===== src/rtl/gpi_irq_event_unit.sv =====
module gpi_irq_event_unit #(
  parameter int NA         = 6,
  parameter int NB         = 5,
  parameter int DEB_CYCLES = 7000,
  parameter int ID_BASE    = 37
) (
  input  logic             clk,
  input  logic             rst_n,
  input  logic [NA+NB-1:0] gpi_raw,
  input  logic [3:0]       reg_addr,
  input  logic             reg_wr,
  input  logic             reg_rd,
  input  logic [7:0]       reg_wdata,
  output logic [7:0]       reg_rdata,
  output logic             gpi_irq,
  output logic             event_irq,
  output logic             ev_valid,
  input  logic             ev_ready,
  output logic [7:0]       ev_data
);
  localparam int N  = NA + NB;
  localparam int CW = $clog2(DEB_CYCLES + 1);
  localparam int SW = (N > 1) ? $clog2(N) : 1;

  logic [N-1:0] deb, seen, status, inp_en, level, int_en, evt_en, istat, pend, snap;

  for (genvar g = 0; g < N; g++) begin : g_deb
    logic [CW-1:0] cnt;
    logic          d_q;
    always_ff @(posedge clk or negedge rst_n)
      if (!rst_n) begin
        cnt <= '0;
        d_q <= 1'b0;
      end else if (gpi_raw[g] == d_q) begin
        cnt <= '0;
      end else if (cnt == CW'(DEB_CYCLES - 1)) begin
        cnt <= '0;
        d_q <= gpi_raw[g];
      end else begin
        cnt <= cnt + 1'b1;
      end
    assign deb[g] = d_q;
  end

  wire [N-1:0] chg  = deb ^ seen;
  wire         scan = (|chg) && !(|pend);
  wire [N-1:0] upd  = chg & inp_en;
  wire [N-1:0] hit  = (upd & deb & level) | (upd & ~deb & ~level);
  wire [N-1:0] irq_set = scan ? (hit & int_en & ~evt_en) : '0;
  wire [N-1:0] ev_set  = scan ? (upd & evt_en) : '0;

  logic [SW-1:0] sel;
  always_comb begin
    sel = '0;
    for (int i = N - 1; i >= 0; i--)
      if (pend[i]) sel = SW'(i);
  end

  assign ev_valid = |pend;
  assign ev_data  = {snap[sel], 7'(ID_BASE) + 7'(sel)};

  wire wr0  = reg_wr && reg_addr == 4'd0;
  wire [N-1:0] clr = {{NB{reg_rd && reg_addr == 4'd2}}, {NA{reg_rd && reg_addr == 4'd1}}};

  always_ff @(posedge clk or negedge rst_n)
    if (!rst_n) begin
      seen <= '0; status <= '0; istat <= '0; pend <= '0; snap <= '0;
      gpi_irq <= 1'b0; event_irq <= 1'b0;
    end else begin
      if (scan) begin
        seen   <= deb;
        snap   <= deb;
        pend   <= ev_set;
        status <= (status & ~inp_en) | (deb & inp_en);
      end else if (ev_valid && ev_ready) begin
        pend[sel] <= 1'b0;
      end
      istat <= (istat & ~clr) | irq_set;
      if (|irq_set) gpi_irq <= 1'b1;
      else if (wr0 && reg_wdata[1]) gpi_irq <= 1'b0;
      if (|ev_set) event_irq <= 1'b1;
      else if (wr0 && reg_wdata[0]) event_irq <= 1'b0;
    end

  always_ff @(posedge clk or negedge rst_n)
    if (!rst_n) begin
      inp_en <= '0; level <= '0; int_en <= '0; evt_en <= '0;
    end else if (reg_wr) begin
      case (reg_addr)
        4'd5:  inp_en[NA-1:0] <= reg_wdata[NA-1:0];
        4'd6:  inp_en[N-1:NA] <= reg_wdata[NB-1:0];
        4'd7:  level[NA-1:0]  <= reg_wdata[NA-1:0];
        4'd8:  level[N-1:NA]  <= reg_wdata[NB-1:0];
        4'd9:  int_en[NA-1:0] <= reg_wdata[NA-1:0];
        4'd10: int_en[N-1:NA] <= reg_wdata[NB-1:0];
        4'd11: evt_en[NA-1:0] <= reg_wdata[NA-1:0];
        4'd12: evt_en[N-1:NA] <= reg_wdata[NB-1:0];
        default: ;
      endcase
    end

  function automatic logic [7:0] pa(input logic [N-1:0] v);
    return 8'(v[NA-1:0]);
  endfunction
  function automatic logic [7:0] pb(input logic [N-1:0] v);
    return 8'(v[N-1:NA]);
  endfunction

  always_comb
    case (reg_addr)
      4'd0:    reg_rdata = {6'b0, gpi_irq, event_irq};
      4'd1:    reg_rdata = pa(istat);
      4'd2:    reg_rdata = pb(istat);
      4'd3:    reg_rdata = pa(status);
      4'd4:    reg_rdata = pb(status);
      4'd5:    reg_rdata = pa(inp_en);
      4'd6:    reg_rdata = pb(inp_en);
      4'd7:    reg_rdata = pa(level);
      4'd8:    reg_rdata = pb(level);
      4'd9:    reg_rdata = pa(int_en);
      4'd10:   reg_rdata = pb(int_en);
      4'd11:   reg_rdata = pa(evt_en);
      4'd12:   reg_rdata = pb(evt_en);
      default: reg_rdata = 8'h00;
    endcase

  p_status_en_r2: assert property (@(posedge clk) disable iff (!rst_n)
    1'b1 |=> ((status ^ $past(status)) & ~$past(inp_en)) == '0);

  p_master_r4: assert property (@(posedge clk) disable iff (!rst_n)
    (istat & ~$past(istat)) != '0 |-> gpi_irq);

  p_evt_no_irq_r7: assert property (@(posedge clk) disable iff (!rst_n)
    1'b1 |=> (istat & ~$past(istat) & $past(evt_en)) == '0);

  p_hold_r9: assert property (@(posedge clk) disable iff (!rst_n)
    ev_valid && !ev_ready |=> ev_valid && $stable(ev_data));

  p_order_r9: assert property (@(posedge clk) disable iff (!rst_n)
    ev_valid && ev_ready |=> !ev_valid || ev_data[6:0] > $past(ev_data[6:0]));
endmodule


===== config.mk =====
export PLATFORM = sky130hd
export DESIGN_NAME = gpi_irq_event_unit
export DESIGN_NICKNAME = d
export VERILOG_FILES = /design/src/rtl/gpi_irq_event_unit.sv
export SDC_FILE = /design/constraint.sdc
export NUM_CORES = 1
export LEC_CHECK = 0
export BUFFER_PORTS_ARGS = -buffer_cell sky130_fd_sc_hd__clkbuf_2
export CORE_MARGIN = 2
export CORE_UTILIZATION = 45
export CTS_CLUSTER_SIZE = 8
export DETAILED_ROUTE_END_ITERATION = 6
export PLACE_DENSITY = 0.62
export SKIP_CTS_REPAIR_TIMING = 1
export SLEW_MARGIN = 40
export SYNTH_ARGS = -nofsm -noshare
export SYNTH_HDL_FRONTEND = slang
export SYNTH_SLANG_ARGS = --single-unit

===== constraint.sdc =====
create_clock -name clk -period 3.3 [get_ports clk]
set_clock_uncertainty 0.05 [all_clocks]
set_input_delay 0.33 -clock clk [delete_from_list [all_inputs] [get_ports clk]]
set_output_delay 0.33 -clock clk [all_outputs]
set_load 0.01 [all_outputs]

# --- Word level (Yosys, flattened, before mapping) ---
# Index checks and enable logic that the tools add are counted.
totals:
  reg_bits: 244
  input_bits: 28
  out_inout_bits: 19
  wordCells: 199
op_classes:
  n_eq_ne: 34
  n_lt_le_gt_ge: 2
  n_bitwise: 33
  reduce_logical: 36
  muxes: 46
  n_addsub: 12
ops:
  columns: ["op", "n"]
  rows:
  - ["two-way mux 13 bit", 22]
  - ["adder 13 x 1 -> 13 bit, second input constant", 11]
  - ["equality test 13 bit, second input constant", 11]
  - ["bitwise AND 11 bit", 12]
  - ["one-hot mux 6 bit (13 select lines)", 1]
  - ["inverter 11 bit", 6]
  - ["two-way mux 11 bit", 4]
  - ["two-way mux 4 bit", 11]
  - ["OR reduction 11 bit", 4]
  - ["AND reduction 2 bit", 19]
  - ["OR 11 bit", 3]
  - ["equality test 4 bit, second input constant", 5]
  - ["equality test 4 x 3 -> 1 bit, second input constant", 4]
  - ["equality test 1 bit", 11]
  - ["inverter 1 bit", 11]
  - ["XOR 11 bit", 1]
  - ["equality test 4 x 2 -> 1 bit, second input constant", 2]
  - ["logical AND 1 bit", 8]
  - ["adder 6 x 4 -> 7 bit, first input constant", 1]
  - ["two-way mux 1 bit", 6]
  - ["nonzero test 2 bit", 3]
  - ["< comparator 4 x 5 -> 1 bit, second input constant", 1]
  - ["binary-select mux 1 bit (select 4 bit)", 1]
  - ["demux 1 bit (select 4 bit)", 1]
  - ["4 further kinds", 4]

# --- Logic depth before layout (Yosys ltp) ---
depth:
  depth_word: 19
  mapped_depth: 9
  depth_no_buf: 8

# --- Worst setup path after synthesis ---
# No wires, ideal clock.
synth_path:
  path_type: "register -> output"
  start: "register pend[7]"
  end: "output ev_data[7]"
  path_buffers: 0
  t_required_ns: 2.920
  path_stages_with_launch: 6
  setup_slack_ns: 0.966
  arrival_ns: 1.954
  cell_sequence: "dfrtp_1 > or4_1 > o221ai_2 > mux2_2 > o211ai_1 > nand3_1"
synth_between:
  elab_chain_len: 10
synth_lines:
  columns: ["element", "line", "source"]
  rows:
  - ["from (decl)", "25", "logic [N-1:0] deb, seen, status, inp_en, level, int_en, evt_en, istat, pend, snap;"]
  - ["from (signal assigned)", "73", "pend <= ev_set;"]
  - ["two-way mux 4 bit (8 in a row)", "56", "if (pend[i]) sel = SW'(i);"]
  - ["binary-select mux 1 bit (select 4 bit)", "60", "assign ev_data = {snap[sel], 7'(ID_BASE) + 7'(sel)};"]
  - ["two-way mux 1 bit (not written as such)", "60", null]
  - ["to (decl)", "19", "output logic [7:0] ev_data"]
# Every way passes these cells. The select of a mux whose other input is x is not followed.

# --- Worst setup path after layout ---
# Same ends and word-level chain as after synthesis.

==> flow_summary.html <==
<table>
<tr><th>Metric</th><th>Value</th></tr>
<tr><th colspan="2">Die</th></tr>
<tr><td>Die Span Y</td><td>168 um</td></tr>
<tr><td>Area of the die</td><td>0.0281 mm2</td></tr>
<tr><td>DIE WIDTH</td><td>168 um</td></tr>
<tr><td>Starting Density</td><td>0.460</td></tr>
<tr><td>Site Rows</td><td>59</td></tr>
<tr><td>Placeable core area</td><td>0.0262 mm2</td></tr>
<tr><td>Top-level port count</td><td>47</td></tr>
<tr><th colspan="2">Synth</th></tr>
<tr><td>Area share of the largest cell type after synthesis</td><td>0.507</td></tr>
<tr><td>Yosys reg bits</td><td>244</td></tr>
<tr><td>Ys flop type</td><td>sky130_fd_sc_hd__dfrtp_1</td></tr>
<tr><td>Syn Std Cell Area</td><td>0.0121 mm2</td></tr>
<tr><td>Cell types with the largest area share after synthesis</td><td>sky130_fd_sc_hd__dfrtp_1, sky130_fd_sc_hd__mux2_2, sky130_fd_sc_hd__xor2_1, sky130_fd_sc_hd__nor2_1, sky130_fd_sc_hd__xnor2_1</td></tr>
<tr><td>Sequential element share of the synthesized area</td><td>0.507</td></tr>
<tr><td>Avg Cell Area, Syn</td><td>10.2 um2</td></tr>
<tr><td>Yosys warnings</td><td>0</td></tr>
<tr><td>Count of unique library cells instantiated by Yosys</td><td>56</td></tr>
<tr><td>Number of enable-type register cells in the synthesized netlist</td><td>0</td></tr>
<tr><td>Gate Count Post-Synth</td><td>1180</td></tr>
<tr><td>Fraction of registers with async set/reset</td><td>1.00</td></tr>
<tr><td>Top cell type by total area after synthesis</td><td>sky130_fd_sc_hd__dfrtp_1</td></tr>
<tr><th colspan="2">Hold path</th></tr>
<tr><td>Worst min-delay path startpoint</td><td>gpi_raw[6]</td></tr>
<tr><td>Number of stages on the worst hold path</td><td>2</td></tr>
<tr><td>Class of the worst hold path</td><td>in2reg</td></tr>
<tr><th colspan="2">Placed design</th></tr>
<tr><td>Weighted congestion reported at the end of routability-driven placement</td><td>0.872</td></tr>
<tr><td>Number of port buffers</td><td>40</td></tr>
<tr><td>Half-perimeter wire length of the detailed placement result</td><td>18.3 mm</td></tr>
<tr><td>DP Cell Count</td><td>1530</td></tr>
<tr><th colspan="2">Clock network</th></tr>
<tr><td>Clock Tree Root</td><td>sky130_fd_sc_hd__clkbuf_16</td></tr>
<tr><td>TritonCTS clock tree</td><td>built</td></tr>
<tr><td>Num CTS Buffers</td><td>36</td></tr>
<tr><td>Clock input transition at the sequential cells of the worst setup and hold paths</td><td>50 ps</td></tr>
<tr><td>Sinks on Clock Net</td><td>244</td></tr>
<tr><td>Depth of the CTS H-tree</td><td>2</td></tr>
<tr><td>Clock latency of the later-clocked register in the worst-skew pair</td><td>500 ps</td></tr>
<tr><td>Largest buffer count on any clock path</td><td>3</td></tr>
<tr><th colspan="2">Cells and area</th></tr>
<tr><td>Non-filler cells in the finished layout</td><td>1569</td></tr>
<tr><td>Area of all sequential standard cells</td><td>0.00611 mm2</td></tr>
<tr><td>Nets</td><td>1277</td></tr>
<tr><td>Fill cell instance count of the final layout</td><td>2325</td></tr>
<tr><td>Area Overhead vs Synth</td><td>13.1%</td></tr>
<tr><td>Ratio of cells with drive above 1 in the final layout</td><td>0.152</td></tr>
<tr><td>Total area of multi-input combinational cells</td><td>0.00571 mm2</td></tr>
<tr><td>Final antenna diode count</td><td>0</td></tr>
<tr><th colspan="2">Timing</th></tr>
<tr><td>Post-Route Setup TNS</td><td>0 ps</td></tr>
<tr><td>Final count of hold timing violations</td><td>0</td></tr>
<tr><td>Final min period</td><td>3070 ps</td></tr>
<tr><td>Count of final max-slew check failures</td><td>0</td></tr>
<tr><td>Slew of the pin with the lowest slew margin</td><td>741 ps</td></tr>
<tr><td>Normalized max-slew margin</td><td>0.502</td></tr>
<tr><td>Top achievable clock speed</td><td>0.326 GHz</td></tr>
<tr><td>Setup-failing EPs final</td><td>0</td></tr>
<tr><td>Unrepaired setup endpoints after global routing</td><td>no</td></tr>
<tr><td>Share of the clock period used by the worst path</td><td>0.930</td></tr>
<tr><th colspan="2">Power and ir drop</th></tr>
<tr><td>Internal</td><td>6.30 mW</td></tr>
<tr><td>Static Leakage</td><td>6.04 nW</td></tr>
<tr><td>Fraction of power consumed by combinational cells</td><td>0.230</td></tr>
<tr><td>Register share of total power</td><td>0.412</td></tr>
<tr><td>Clk network pwr share</td><td>0.358</td></tr>
<tr><td>Power per cell area</td><td>665 mW/mm2</td></tr>
<tr><td>Worst-case vdd ir drop</td><td>0.000364 V</td></tr>
<tr><td>Sw power</td><td>2.76 mW</td></tr>
<tr><td>Proportion of total power due to net switching</td><td>0.305</td></tr>
<tr><th colspan="2">Worst setup path</th></tr>
<tr><td>Worst Path Max Fanout</td><td>9</td></tr>
<tr><td>Critical path data arrival time</td><td>2690 ps</td></tr>
<tr><td>RR Startpoint</td><td>pend[3]</td></tr>
<tr><td>Crit path launch</td><td>pend[7]</td></tr>
<tr><td>FF-to-FF setup slack</td><td>680 ps</td></tr>
<tr><td>Category of the worst setup path capture point</td><td>primary output</td></tr>
<tr><td>Required arrival time at the worst endpoint</td><td>2920 ps</td></tr>
<tr><td>Kind of start point of the critical path</td><td>register</td></tr>
<tr><td>Worst setup path category</td><td>reg2out</td></tr>
<tr><td>Number of cells on the worst reg-to-reg path</td><td>7</td></tr>
<tr><td>Crit path capture</td><td>ev_data[7]</td></tr>
<tr><th colspan="2">Routing</th></tr>
<tr><td>Final wirelength</td><td>26.6 mm</td></tr>
<tr><td>Detail-routed net length per standard cell</td><td>17.0 um</td></tr>
<tr><td>1st-iter DRT viols</td><td>517</td></tr>
<tr><td>Avg Vias per Cell</td><td>5.49</td></tr>
<tr><td>Detail Route Antenna Nets</td><td>0</td></tr>
<tr><td>DRC violation count after routing</td><td>0</td></tr>
<tr><td>Total vias in the final route</td><td>8611</td></tr>
<tr><td>TritonRoute pass-1 iters</td><td>5</td></tr>
<tr><th colspan="2">Run</th></tr>
<tr><td>Max Cap Violations</td><td>0</td></tr>
<tr><th colspan="2">Outcome</th></tr>
<tr><td>Run status</td><td>finished, final reports clean</td></tr>
<tr><th colspan="2">GRT</th></tr>
<tr><td>Vias in the first global route</td><td>8559</td></tr>
<tr><td>Global-route wire length before repair</td><td>44.7 mm</td></tr>
<tr><td>Number of antenna violations at the first check in global routing</td><td>0</td></tr>
<tr><td>Global route total overflow</td><td>0</td></tr>
<tr><td>All-Layer GR Usage</td><td>0.196</td></tr>
<tr><td>Largest net degree at the start of global routing</td><td>86</td></tr>
</table>
## power groups by stage
stage | combinational, mW | sequential (mW) | clock, mW
finish | 2.09 | 3.74 | 3.24
detailed placement | 2.08 | 3.77 | 0
floorplan | 1.51 | 3.64 | 0
global route | 2.31 | 3.79 | 3.46
CTS | 2.09 | 3.73 | 3.34
global placement | 2.06 | 3.77 | 0
## cell type report
class                      instances  share of cell area
clock inverter                     1             0.00220
timing repair buffer              57              0.0277
clock buffer                      37              0.0679
tap                              335              0.0307
inverter                          17             0.00468
multi-input combinational        878               0.419
sequential                       244               0.448
## per-stage QoR
stage / util / setup slack, ps / hold WS (ps) / total power, mW / area, um2
2_1_floorplan: - / 966 / -15.6 / 5.15 / 12100
3_3_place_gp: 0.483 / 652 / 339 / 5.82 / 12700
3_5_place_dp: 0.483 / 644 / 350 / 5.85 / 12700
4_1_cts: 0.519 / 119 / -174 / 9.16 / 13600
5_1_grt: 0.520 / 101 / 57.9 / 9.57 / 13600
6_report: 0.520 / 230 / 63.6 / 9.07 / 13600
## cells by family (layout without fill, tap and decap cells)
family / count (synthesis) / count (layout) / share of synthesized area
simple gates: 529 / 529 / 0.210
buf+inv: 60 / 112 / 0.0213
compound gates: 94 / 94 / 0.0519
fa+ha+maj: 15 / 15 / 0.0156
flops: 244 / 244 / 0.507
mux: 92 / 92 / 0.0891
xor+xnor: 144 / 144 / 0.105
other cells: 2 / 4 / 0.000623
## layout by cell type (no fill, tap or decap), types with 3 or more instances in the layout
master                      count
sky130_fd_sc_hd__clkbuf_2      39
sky130_fd_sc_hd__and2_1         3
sky130_fd_sc_hd__a21oi_1       19
sky130_fd_sc_hd__nand3_1       86
sky130_fd_sc_hd__nor3_1        28
sky130_fd_sc_hd__buf_12         3
sky130_fd_sc_hd__mux2i_1        9
sky130_fd_sc_hd__buf_4         13
sky130_fd_sc_hd__or4_1          7
sky130_fd_sc_hd__a22oi_1        4
sky130_fd_sc_hd__nand2_1       89
sky130_fd_sc_hd__a22o_1        12
sky130_fd_sc_hd__o21ai_0       27
sky130_fd_sc_hd__a211oi_1       3
sky130_fd_sc_hd__ha_1          15
sky130_fd_sc_hd__nor2_1       192
sky130_fd_sc_hd__inv_1         16
sky130_fd_sc_hd__conb_1         4
sky130_fd_sc_hd__mux2_4         4
sky130_fd_sc_hd__and3_1        32
sky130_fd_sc_hd__xor2_1        93
sky130_fd_sc_hd__dfrtp_1      244
sky130_fd_sc_hd__mux2_2        76
sky130_fd_sc_hd__o22ai_1        4
sky130_fd_sc_hd__nand4_1       34
sky130_fd_sc_hd__nor4_1        10
sky130_fd_sc_hd__clkbuf_16     37
sky130_fd_sc_hd__o211ai_1       5
sky130_fd_sc_hd__a32oi_1        4
sky130_fd_sc_hd__mux4_2         3
sky130_fd_sc_hd__or2_2          3
sky130_fd_sc_hd__nor3b_1       11
sky130_fd_sc_hd__and3b_1        5
sky130_fd_sc_hd__xnor2_1       51
sky130_fd_sc_hd__nor2b_1       13
sky130_fd_sc_hd__a31oi_1        5
sky130_fd_sc_hd__nand2b_1       5
## state kept, by name (all words and copies together) (netlist names), named ones only
register	count
event_irq	1
evt_en	11
g_deb.cnt	143
g_deb.d_q	11
gpi_irq	1
inp_en	11
int_en	11
istat	11
level	11
pend	11
snap	11
## metal layers
layer,track usage,wire length [um]
met1,0.276,12600
met2,0.303,12000
met3,0.0392,1380
met4,0.0696,698
met5,0,0
## critical path: stages (launching register included)
cell and delay (ps):
sky130_fd_sc_hd__dfrtp_1 400, sky130_fd_sc_hd__or4_1 580, sky130_fd_sc_hd__o221ai_4 390, sky130_fd_sc_hd__mux2_2 390
sky130_fd_sc_hd__o211ai_1 150, sky130_fd_sc_hd__nand3_1 130, sky130_fd_sc_hd__clkbuf_2 150
## cells in the mapped netlist (16+ instances only)
library cell and number:
sky130_fd_sc_hd__nor3_1 28, sky130_fd_sc_hd__and3_1 32, sky130_fd_sc_hd__mux2_2 76, sky130_fd_sc_hd__o21ai_0 27, sky130_fd_sc_hd__nand2_1 89, sky130_fd_sc_hd__nand4_1 34
sky130_fd_sc_hd__clkbuf_1 34, sky130_fd_sc_hd__nor2_1 193, sky130_fd_sc_hd__nand3_1 86, sky130_fd_sc_hd__xnor2_1 51, sky130_fd_sc_hd__xor2_1 93, sky130_fd_sc_hd__a21oi_1 19
sky130_fd_sc_hd__inv_1 16, sky130_fd_sc_hd__dfrtp_1 244
## worst min-delay path by stage
| stage | to |
|---|---|
| 2_1_floorplan | async pin |
| 3_3_place_gp | g_deb[9].cnt[12] |
| 3_5_place_dp | g_deb[6].cnt[10] |
| 4_1_cts | g_deb[6].cnt[10] |
| 5_1_grt | g_deb[0].d_q |
| 6_report | g_deb[6].d_q |
(Power assumes the default switching activity.)
